--- config.mk ---
export PLATFORM = sky130hd
export DESIGN_NAME = eep_block_reader
export DESIGN_NICKNAME = d
export VERILOG_FILES = /design/src/rtl/eep_rd_pkg.sv /design/src/rtl/eep_settle_timer.sv /design/src/rtl/eep_ack_watch.sv /design/src/rtl/eep_block_reader.sv
export SDC_FILE = /design/constraint.sdc
export NUM_CORES = 1
export LEC_CHECK = 0
export CAP_MARGIN = 10
export CORE_MARGIN = 1
export CORE_UTILIZATION = 55
export CTS_CLUSTER_DIAMETER = 80
export DETAILED_ROUTE_END_ITERATION = 8
export PLACE_DENSITY = 0.78
export SLEW_MARGIN = 40
export SYNTH_ARGS = -nofsm -noshare
export SYNTH_HDL_FRONTEND = slang
export SYNTH_HIERARCHICAL = 1
export SYNTH_SLANG_ARGS = --single-unit
export TNS_END_PERCENT = 50
--- constraint.sdc ---
create_clock -name clk -period 10.2 [get_ports clk]
set_clock_uncertainty 0.2 [all_clocks]
set_input_delay 1.02 -clock clk [delete_from_list [all_inputs] [get_ports clk]]
set_output_delay 1.02 -clock clk [all_outputs]
set_load 0.01 [all_outputs]
--- src/rtl/eep_rd_pkg.sv ---
package eep_rd_pkg;

    typedef enum logic [4:0] {
        S_IDLE,
        S_STA_HI,
        S_STA_LO,
        S_TX_CLKLO,
        S_TX_BIT,
        S_TX_CLKHI,
        S_ACK_REL,
        S_ACK_CLKHI,
        S_ACK_POLL,
        S_ACK_CLKLO,
        S_RX_CLKHI,
        S_RX_CLKLO,
        S_MAK_LO,
        S_MAK_HI,
        S_MAK_END,
        S_MAK_REL,
        S_SP_LO,
        S_SP_HI,
        S_SP_REL
    } rd_state_t;

    typedef enum logic [1:0] {
        PH_SELW,
        PH_ADDR,
        PH_SELR
    } rd_phase_t;

    localparam logic [3:0] SEL_PREFIX = 4'hA;

endpackage

--- src/rtl/eep_settle_timer.sv ---
module eep_settle_timer #(
    parameter int W = 4
) (
    input  logic         clk,
    input  logic         rst_n,
    input  logic         load_i,
    input  logic [W-1:0] val_i,
    output logic         busy_o
);
    logic [W-1:0] cnt_q;

    always_ff @(posedge clk) begin
        if (!rst_n) begin
            cnt_q <= '0;
        end else if (load_i) begin
            cnt_q <= val_i;
        end else if (cnt_q != '0) begin
            cnt_q <= cnt_q - W'(1);
        end
    end

    assign busy_o = (cnt_q != '0);
endmodule

--- src/rtl/eep_ack_watch.sv ---
module eep_ack_watch #(
    parameter int LIMIT = 1000,
    parameter int W     = 10
) (
    input  logic clk,
    input  logic rst_n,
    input  logic clr_i,
    input  logic tick_i,
    output logic expire_o
);
    logic [W-1:0] q;

    always_ff @(posedge clk) begin
        if (!rst_n || clr_i) begin
            q <= '0;
        end else if (tick_i && q != W'(LIMIT - 1)) begin
            q <= q + W'(1);
        end
    end

    assign expire_o = tick_i && (q == W'(LIMIT - 1));
endmodule

--- src/rtl/eep_block_reader.sv ---
module eep_block_reader
    import eep_rd_pkg::*;
#(
    parameter int ADDR_W     = 11,
    parameter int LEN_W      = 8,
    parameter int UNIT_CYC   = 4,
    parameter int POLL_LIMIT = 1000
) (
    input  logic              clk,
    input  logic              rst_n,
    input  logic              start_i,
    input  logic [ADDR_W-1:0] addr_i,
    input  logic [LEN_W-1:0]  len_i,
    input  logic              sda_i,
    output logic              scl_o,
    output logic              sda_oe_o,
    output logic [7:0]        rd_data_o,
    output logic              rd_valid_o,
    output logic              done_o,
    output logic              err_o,
    output logic [LEN_W-1:0]  count_o
);
    localparam int TMR_W  = $clog2(2 * UNIT_CYC + 1);
    localparam int POLL_W = $clog2(POLL_LIMIT + 1);

    rd_state_t         state_q, nxt_state;
    rd_phase_t         phase_q;
    logic [ADDR_W-1:0] addr_q;
    logic [LEN_W-1:0]  len_q, cnt_q;
    logic [7:0]        tx_q, rx_q, data_q;
    logic [3:0]        bit_q;
    logic [1:0]        lines_q, nxt_lines;
    logic              fail_q, err_q, valid_q, done_q;
    logic              go, tmr_busy, tmr_load, poll_exp;
    logic [TMR_W-1:0]  tmr_val;
    logic [2:0]        page;

    assign page = 3'(addr_q[ADDR_W-1:8]);
    assign go   = !tmr_busy;

    // Line levels {scl, sda} held while in each state
    function automatic logic [1:0] lines_of(rd_state_t s, logic tx_bit, logic keep);
        unique case (s)
            S_STA_LO, S_MAK_HI, S_SP_HI:                       return 2'b10;
            S_TX_CLKLO:                                         return {1'b0, keep};
            S_TX_BIT:                                           return {1'b0, tx_bit};
            S_TX_CLKHI:                                         return {1'b1, tx_bit};
            S_ACK_REL, S_ACK_CLKLO, S_RX_CLKLO, S_MAK_REL:      return 2'b01;
            S_MAK_LO, S_MAK_END, S_SP_LO:                       return 2'b00;
            default:                                            return 2'b11;
        endcase
    endfunction

    function automatic logic [TMR_W-1:0] settle(logic [1:0] cur, logic [1:0] nl);
        logic [TMR_W-1:0] d;
        d = '0;
        if (!cur[1] && nl[1])      d = TMR_W'(2 * UNIT_CYC);
        else if (cur[1] && !nl[1]) d = TMR_W'(UNIT_CYC);
        if (cur[0] != nl[0] && d < TMR_W'(UNIT_CYC)) d = TMR_W'(UNIT_CYC);
        return d;
    endfunction

    eep_settle_timer #(.W(TMR_W)) u_tmr (
        .clk   (clk),
        .rst_n (rst_n),
        .load_i(tmr_load),
        .val_i (tmr_val),
        .busy_o(tmr_busy)
    );

    eep_ack_watch #(.LIMIT(POLL_LIMIT), .W(POLL_W)) u_watch (
        .clk     (clk),
        .rst_n   (rst_n),
        .clr_i   (go && state_q == S_ACK_CLKHI),
        .tick_i  (state_q == S_ACK_POLL && sda_i),
        .expire_o(poll_exp)
    );

    // Next-state logic
    always_comb begin
        nxt_state = state_q;
        if (go) begin
            unique case (state_q)
                S_IDLE:      if (start_i && len_i != '0) nxt_state = S_STA_HI;
                S_STA_HI:    nxt_state = S_STA_LO;
                S_STA_LO:    nxt_state = S_TX_CLKLO;
                S_TX_CLKLO:  nxt_state = (bit_q == 4'd8) ? S_ACK_REL : S_TX_BIT;
                S_TX_BIT:    nxt_state = S_TX_CLKHI;
                S_TX_CLKHI:  nxt_state = S_TX_CLKLO;
                S_ACK_REL:   nxt_state = S_ACK_CLKHI;
                S_ACK_CLKHI: nxt_state = S_ACK_POLL;
                S_ACK_POLL:  if (!sda_i || poll_exp) nxt_state = S_ACK_CLKLO;
                S_ACK_CLKLO: begin
                    if (fail_q)                 nxt_state = S_SP_LO;
                    else if (phase_q == PH_SELW) nxt_state = S_TX_CLKLO;
                    else if (phase_q == PH_ADDR) nxt_state = S_STA_HI;
                    else                         nxt_state = S_RX_CLKHI;
                end
                S_RX_CLKHI:  nxt_state = S_RX_CLKLO;
                S_RX_CLKLO: begin
                    if (bit_q != 4'd8)       nxt_state = S_RX_CLKHI;
                    else if (cnt_q == len_q) nxt_state = S_SP_LO;
                    else                     nxt_state = S_MAK_LO;
                end
                S_MAK_LO:    nxt_state = S_MAK_HI;
                S_MAK_HI:    nxt_state = S_MAK_END;
                S_MAK_END:   nxt_state = S_MAK_REL;
                S_MAK_REL:   nxt_state = S_RX_CLKHI;
                S_SP_LO:     nxt_state = S_SP_HI;
                S_SP_HI:     nxt_state = S_SP_REL;
                S_SP_REL:    nxt_state = S_IDLE;
                default:     nxt_state = S_IDLE;
            endcase
        end
        nxt_lines = lines_of(nxt_state, tx_q[7], lines_q[0]);
        tmr_load  = go && (nxt_state != state_q);
        tmr_val   = settle(lines_q, nxt_lines);
    end

    // State register
    always_ff @(posedge clk) begin
        if (!rst_n) state_q <= S_IDLE;
        else        state_q <= nxt_state;
    end

    // Datapath and outputs
    always_ff @(posedge clk) begin
        if (!rst_n) begin
            lines_q <= 2'b11;
            phase_q <= PH_SELW;
            addr_q  <= '0;
            len_q   <= '0;
            cnt_q   <= '0;
            tx_q    <= '0;
            rx_q    <= '0;
            data_q  <= '0;
            bit_q   <= '0;
            fail_q  <= 1'b0;
            err_q   <= 1'b0;
            valid_q <= 1'b0;
            done_q  <= 1'b0;
        end else begin
            valid_q <= 1'b0;
            done_q  <= 1'b0;
            if (go) begin
                lines_q <= nxt_lines;
                unique case (state_q)
                    S_IDLE: if (start_i) begin
                        addr_q  <= addr_i;
                        len_q   <= len_i;
                        cnt_q   <= '0;
                        err_q   <= 1'b0;
                        fail_q  <= 1'b0;
                        phase_q <= PH_SELW;
                        done_q  <= (len_i == '0);
                    end
                    S_STA_LO: begin
                        tx_q  <= {SEL_PREFIX, page, phase_q == PH_SELR};
                        bit_q <= '0;
                    end
                    S_TX_CLKHI: begin
                        tx_q  <= {tx_q[6:0], 1'b0};
                        bit_q <= bit_q + 4'd1;
                    end
                    S_ACK_POLL: if (sda_i && poll_exp) fail_q <= 1'b1;
                    S_ACK_CLKLO: if (!fail_q) begin
                        unique case (phase_q)
                            PH_SELW: begin
                                phase_q <= PH_ADDR;
                                tx_q    <= addr_q[7:0];
                                bit_q   <= '0;
                            end
                            PH_ADDR: phase_q <= PH_SELR;
                            default: bit_q   <= '0;
                        endcase
                    end
                    S_RX_CLKHI: begin
                        rx_q  <= {rx_q[6:0], sda_i};
                        bit_q <= bit_q + 4'd1;
                        if (bit_q == 4'd7) begin
                            data_q  <= {rx_q[6:0], sda_i};
                            valid_q <= 1'b1;
                            cnt_q   <= cnt_q + LEN_W'(1);
                        end
                    end
                    S_MAK_REL: bit_q <= '0;
                    S_SP_REL: begin
                        done_q <= 1'b1;
                        err_q  <= fail_q;
                    end
                    default: ;
                endcase
            end
        end
    end

    assign scl_o      = lines_q[1];
    assign sda_oe_o   = !lines_q[0];
    assign rd_data_o  = data_q;
    assign rd_valid_o = valid_q;
    assign done_o     = done_q;
    assign err_o      = err_q;
    assign count_o    = cnt_q;
endmodule

Yosys cells after proc, flatten, opt, wreduce, memory -nomap -nowiden
Index checks and enable logic that the tools add are counted.
{"block": "word_totals", "reg_bits": 81, "out_inout_bits": 21, "input_bits": 23, "word_cells": 155}
{"block": "classes", "magnitude_cmp": 1, "mux": 36, "n_bitwise": 3, "n_addsub": 4, "n_reduce_logical": 47, "eq_ne": 48}
{"op": "one-hot mux 5 bit (17 select lines)", "n": 1}
{"op": "equality test 5 x 4 -> 1 bit, second input constant", "n": 14}
{"op": "equality test 5 x 3 -> 1 bit, second input constant", "n": 7}
{"op": "2-to-1 mux 4 bit", "n": 8}
{"op": "2-to-1 mux 8 bit", "n": 4}
{"op": "2-to-1 mux 5 bit", "n": 6}
{"op": "equality test 5 bit, second input constant", "n": 5}
{"op": "one-hot mux 8 bit (3 select lines)", "n": 1}
{"op": "equality test 5 x 2 -> 1 bit, second input constant", "n": 4}
{"op": "one-hot mux 8 bit (2 select lines)", "n": 1}
{"op": "AND reduction 4 bit", "n": 4}
{"op": "one-hot mux 2 bit (6 select lines)", "n": 1}
{"op": "one-hot mux 4 bit (3 select lines)", "n": 1}
{"op": "adder 10 x 1 -> 10 bit, second input constant", "n": 1}
{"op": "equality test 10 bit, second input constant", "n": 1}
{"op": "logical AND 1 bit", "n": 10}
{"op": "!= test 10 bit, second input constant", "n": 1}
{"op": "!= test 2 bit, second input constant", "n": 5}
{"op": "nonzero test 2 bit", "n": 5}
{"op": "AND reduction 3 bit", "n": 3}
{"op": "OR reduction 3 bit", "n": 3}
{"op": "adder 8 x 1 -> 8 bit, second input constant", "n": 1}
{"op": "equality test 8 bit", "n": 1}
{"op": "logical NOT 8 bit", "n": 1}
{"op": "30 further kinds", "n": 50}

Logic depth before layout (Yosys ltp)
{"block": "logic_depth", "word_depth": 18, "ltp_mapped": 19, "mapped_depth_nobuf": 18}

Hierarchy
The synthesis kept the hierarchy.
{"mod": "eep_block_reader", "n_inst": 1, "cells_per_inst": 410, "area_each_um2": 3505.9, "seq_area_each_um2": 1341.3}
{"mod": "eep_ack_watch", "n_inst": 1, "cells_per_inst": 65, "area_each_um2": 575.6, "seq_area_each_um2": 200.2}
{"mod": "eep_settle_timer", "n_inst": 1, "cells_per_inst": 26, "area_each_um2": 231.5, "seq_area_each_um2": 80.1}

Least setup slack after synthesis
OpenSTA, ideal clock, no wires.
{"block": "synth_timing", "path_type": "input to register", "startpoint": "input port sda_i", "endpoint": "register u_tmr.cnt_q[2]", "path_stages": 16, "path_slack_ps": 6036, "n_path_buf": 1, "arrival_ps": 3849, "path_cell_list": "nor4b_1 > buf_2 > and3_1 > nand2b_1 > a211oi_1 > o211ai_2 > a221oi_2 > o31ai_1 > o21ai_0 > inv_1 > ha_1 > and2_1 > a221o_1 > nand2_1 > o31ai_1 > and2_1"}
{"block": "synth_between", "elab_chain_cells": 17}
{"item": "from (decl)", "line_no": "eep_block_reader.sv:14", "text": "input logic sda_i,"}
{"item": "logical AND 1 bit *", "line_no": "eep_block_reader.sv:75", "text": ".tick_i (state_q == S_ACK_POLL && sda_i),"}
{"item": "logical AND 1 bit *", "line_no": "eep_ack_watch.sv:21", "text": "assign expire_o = tick_i && (q == W'(LIMIT - 1));"}
{"item": "via poll_exp", "line_no": "eep_block_reader.sv:34", "text": "logic go, tmr_busy, tmr_load, poll_exp;"}
{"item": "logical OR 1 bit *", "line_no": "eep_block_reader.sv:92", "text": "S_ACK_POLL: if (!sda_i || poll_exp) nxt_state = S_ACK_CLKLO;"}
{"item": "2-to-1 mux 5 bit *", "line_no": "eep_block_reader.sv:92"}
{"item": "one-hot mux 5 bit (17 select lines) *", "line_no": "eep_block_reader.sv:83", "text": "unique case (state_q)"}
{"item": "2-to-1 mux 5 bit *", "line_no": "eep_block_reader.sv:82", "text": "if (go) begin"}
{"item": "equality test 5 x 3 -> 1 bit, or another cell as far along", "line_no": "eep_block_reader.sv:43", "text": "unique case (s)"}
{"item": "(+3 left out)"}
{"item": "logical AND 1 bit", "line_no": "eep_block_reader.sv:58", "text": "else if (cur[1] && !nl[1]) d = TMR_W'(UNIT_CYC);"}
{"item": "2-to-1 mux 3 bit", "line_no": "eep_block_reader.sv:58"}
{"item": "2-to-1 mux 4 bit", "line_no": "eep_block_reader.sv:57", "text": "if (!cur[1] && nl[1]) d = TMR_W'(2 * UNIT_CYC);"}
{"item": "less-than comparator 4 x 3 -> 1 bit", "line_no": "eep_block_reader.sv:59", "text": "if (cur[0] != nl[0] && d < TMR_W'(UNIT_CYC)) d = TMR_W'(UNIT_CYC);"}
{"item": "logical AND 1 bit", "line_no": "eep_block_reader.sv:59"}
{"item": "2-to-1 mux 4 bit *", "line_no": "eep_block_reader.sv:59"}
{"item": "via tmr_val[2]", "line_no": "eep_block_reader.sv:35", "text": "logic [TMR_W-1:0] tmr_val;"}
{"item": "2-to-1 mux 4 bit *", "line_no": "eep_settle_timer.sv:15", "text": "end else if (load_i) begin"}
{"item": "to (signal assigned)", "line_no": "eep_settle_timer.sv:16", "text": "cnt_q <= val_i;"}
{"item": "to (signal assigned)", "line_no": "eep_settle_timer.sv:18", "text": "cnt_q <= cnt_q - W'(1);"}
{"item": "to (decl)", "line_no": "eep_settle_timer.sv:10", "text": "logic [W-1:0] cnt_q;"}
The timed path passes the listed nets; every way through them passes the cells marked *.
A chain may end at the register's enable or synchronous reset.

Final worst setup path
Same ends and word-level chain as after synthesis.

==> impl_metrics.csv <==
group,metric,value,unit
sta,slew_headroom,51.12,%
floorplanning,die_area,0.008199,sq mm
detailed_routing,routed_wl,9005,microns
sta,fin_tns_setup,0,ns
detailed_routing,viasPerCell,5.781,
sta,tightest_slew,0.7321,ns
worst_setup_path,crit_fanout,13,
worst_setup_path,cp.required,10.26,ns
power,power.total,0.9844,mW
power,peakVddDrop,105.0,uV
worst_setup_path,endpoint_kind,"register",
logic_synthesis,dominantRegCellSynth,"dfxtp_1",
sta,finalCriticalPeriod,4.706,ns
placement,dpl.cell_count,627,
sta,hold-worst-slack,0.2701,ns
sta,hold_viol_final,0,
detailed_routing,drcViolationCount,0,
power,powerDensity,196.9,mW/mm^2
sta,maxSlewViolCount,0,
cts,numCtsBuffers,9,
logic_synthesis,synth_warnings,6,
finish,area_growth,15.93,%
floorplanning,boundaryPins,44,
finish,layout_common_cells,"dfxtp_1, nand2_1, clkdlybuf4s50_1",
worst_setup_path,critical-path-slowest-cell,"clkdlybuf4s50_1",
cts,holdBufCountCts,0,
detailed_routing,drtIter0Drc,269,
hold_path,hp-class,"register to register",
run,cap_violations,0,
worst_setup_path,worstSetupPathType,"primary input to register",
sta,grt_setup_unrepaired,"false",
global_routing,grt.overflow.total,0,
finish,utilization,67.49,%
worst_setup_path,cp_num_buf_inv,3,
placement,gp_congestion,0.8695,
global_routing,grt_pass1_vias,3503,
cts,cts_resized,0,
logic_synthesis,ys_ff_latch,81,
worst_setup_path,cp.arrival,4.77,ns
global_routing,grt_max_degree,72,
cts,cts_tree,"done",
logic_synthesis,synth_seq_area_share,37.60,%
sta,fmax,0.2125,GHz
placement,port_buffers,43,
cts,cts-root-buf,"clkbuf_8",
worst_setup_path,path_delay_family,"compound AO/OA/AOI/OAI gates",
logic_synthesis,synth_cell_types,73,
power,p_leak,1.820,nW
cts,clk_path_buf_depth,2,
logic_synthesis,synthCells,501,
finish,final_nets,569,
logic_synthesis,syn_area_per_cell,8.609,sq um
finish,diodes,0,
status,status,"complete, no violations",
cts,path_clk_slew,0.08,ns
finish,drive_above_1_share,7.721,%
logic_synthesis,async_flop_share,0,%
floorplanning,row_count,31,
worst_setup_path,cp_cell_sequence,"clkdlybuf4s50_1 -> nor4b_1 -> buf_4 -> and3_1 -> nand2b_1 -> a211oi_1 -> o211ai_2 -> a221oi_2 -> o31ai_1 -> o21ai_0 -> inv_1 -> ha_1 -> and2_1 -> a221o_1 -> nand2_1 -> o31ai_1 -> and2_1",
finish,nFillCells,603,
detailed_routing,dr.pass1.iters,7,
finish,final_common_cell,"dfxtp_1",
logic_synthesis,synth_edf_count,0,
floorplanning,die_x,90.55,microns
cts,htree_levels,3,
sta,fin_crit_sh,46.14,%
detailed_routing,drtAntennaViolNets,0,
floorplanning,coreArea,0.007408,sq mm
floorplanning,fp.dieH,90.55,microns
detailed_routing,vias,3717,
finish,final_cells,643,
sta,setup_viol,0,
floorplanning,start_util,58.22,%
detailed_routing,post_drt_wl_per_cell,14.00,microns
placement,dp_hpwl,6214,microns
cts,cts_num_sinks,81,
cts,post_cts_buffers,0,
global_routing,antenna_found_initial,0,
global_routing,grt_pass1_wl,15950,microns
worst_setup_path,start_kind,"primary input",
worst_setup_path,cpPeakStageDelay,0.48,ns
global_routing,grt_usage,23.46,%
logic_synthesis,syn_area,0.004313,sq mm
cts,worstSkewPairLatency,0.36,ns
## path summary, 6_finish.rpt
kind / slack, ns / to / cells after the start / startpoint
hold reg to reg: 0.27 / addr_q[7]$_SDFFE_PN0P_ / 2 / addr_q[7]$_SDFFE_PN0P_
setup reg to reg: 5.51 / u_tmr/cnt_q[2]$_SDFFE_PN0P_ / 18 / u_tmr/cnt_q[0]$_SDFFE_PN0P_
hold / removal: 0.27 / addr_q[7]$_SDFFE_PN0P_ / 2 / addr_q[7]$_SDFFE_PN0P_
setup / recovery: 5.49 / u_tmr/cnt_q[2]$_SDFFE_PN0P_ / 17 / sda_i
## layout make-up
cell class / instances / area [sq um] / share of cell area (%)
flip-flops and latches: 81 / 1622 / 32.43
clock buffers: 11 / 151.4 / 3.028
repair buffers: 49 / 470.5 / 9.409
clock inverters: 5 / 40.04 / 0.8008
inverters: 16 / 60.06 / 1.201
well taps: 99 / 123.9 / 2.477
multi-input cells: 382 / 2532 / 50.65
## worst reg2reg max path, cell delays in order, from the launching register on
cell and delay (ns):
dfxtp_1 0.33, inv_1 0.12, ha_1 0.16, nor3b_1 0.55
inv_1 0.54, inv_1 0.27, nand2_1 0.12, nor2_1 0.12
a41oi_1 0.33, a21oi_1 0.24, o31ai_1 0.09, o21ai_0 0.35
inv_1 0.08, ha_1 0.29, and2_1 0.17, a221o_1 0.32
nand2_1 0.07, o31ai_1 0.07, and2_1 0.17
## state kept, by name, summed over array words and instances (netlist names), 5 cells and up
| signal | flops |
|---|---|
| addr_q | 11 |
| u_watch/q | 10 |
| count_o | 8 |
| len_q | 8 |
| rd_data_o | 8 |
| tx_q | 8 |
| rx_q | 7 |
| state_q | 5 |
## synthesized netlist by cell type, types with 3 or more instances
| cell | instances | share of area, % |
|---|---|---|
| a211oi_1 | 5 | 0.87 |
| a21boi_0 | 21 | 3.7 |
| a21oi_1 | 20 | 2.3 |
| a221o_1 | 3 | 0.70 |
| a22oi_1 | 7 | 1.2 |
| a32oi_1 | 3 | 0.61 |
| and2_1 | 9 | 1.3 |
| and3_1 | 3 | 0.44 |
| buf_2 | 7 | 0.81 |
| buf_4 | 3 | 0.52 |
| clkbuf_1 | 12 | 1.0 |
| dfxtp_1 | 81 | 38 |
| ha_1 | 7 | 2.0 |
| inv_1 | 14 | 1.2 |
| mux2i_1 | 18 | 4.2 |
| nand2_1 | 61 | 5.3 |
| nand2b_1 | 9 | 1.3 |
| nand3_1 | 16 | 1.9 |
| nand3b_1 | 5 | 0.87 |
| nand4_1 | 6 | 0.87 |
| nor2_1 | 30 | 2.6 |
| nor2b_1 | 25 | 3.6 |
| nor3_1 | 9 | 1.0 |
| nor3b_1 | 3 | 0.52 |
| nor4_1 | 4 | 0.58 |
| nor4b_1 | 3 | 0.61 |
| o211a_1 | 5 | 1.2 |
| o21a_1 | 3 | 0.52 |
| o21ai_0 | 17 | 2.0 |
| o22ai_1 | 3 | 0.44 |
| o31ai_1 | 9 | 1.6 |
| or4_1 | 11 | 1.9 |
| xnor2_1 | 6 | 1.2 |
| xor2_1 | 15 | 3.0 |
## power breakdown
group,switching (mW),internal (mW),total [mW]
sequential,0.0428,0.356,0.399
combinational,0.211,0.153,0.364
clock,0.119,0.102,0.222
## kinds of logic after synthesis
| kind of cell | Yosys count | share of synthesized area [%] |
|---|---|---|
| AO/OA/AOI/OAI | 121 | 20.54 |
| buffers and inverters | 39 | 4.032 |
| other | 1 | 0.08695 |
| adder cells (fa/ha/maj) | 7 | 2.031 |
| XOR/XNOR | 21 | 4.265 |
| flip-flops | 81 | 37.60 |
| multiplexers | 19 | 4.439 |
| AND/OR/NAND/NOR | 212 | 27.01 |
## layer usage
metal  wire length, microns  share of wire [%]  vias to the layer above  GRT usage (%)
met5                      0                  0                        -              0
met4                    132                1.5                        0          7.930
met3                    390                4.3                       13          5.976
met2                   4180                 46                       90          38.64
met1                   4301                 48                     1733          29.73
li1                       -                  -                     1881              -
## metrics by stage
step	instance area, sq um	setup slack (ns)
6_report	5000	5.494
5_1_grt	5000	5.184
4_1_cts	5000	5.539
3_5_place_dp	4808	5.201
3_3_place_gp	4782	5.289
2_1_floorplan	4317	6.036
(Power assumes the default switching activity.)
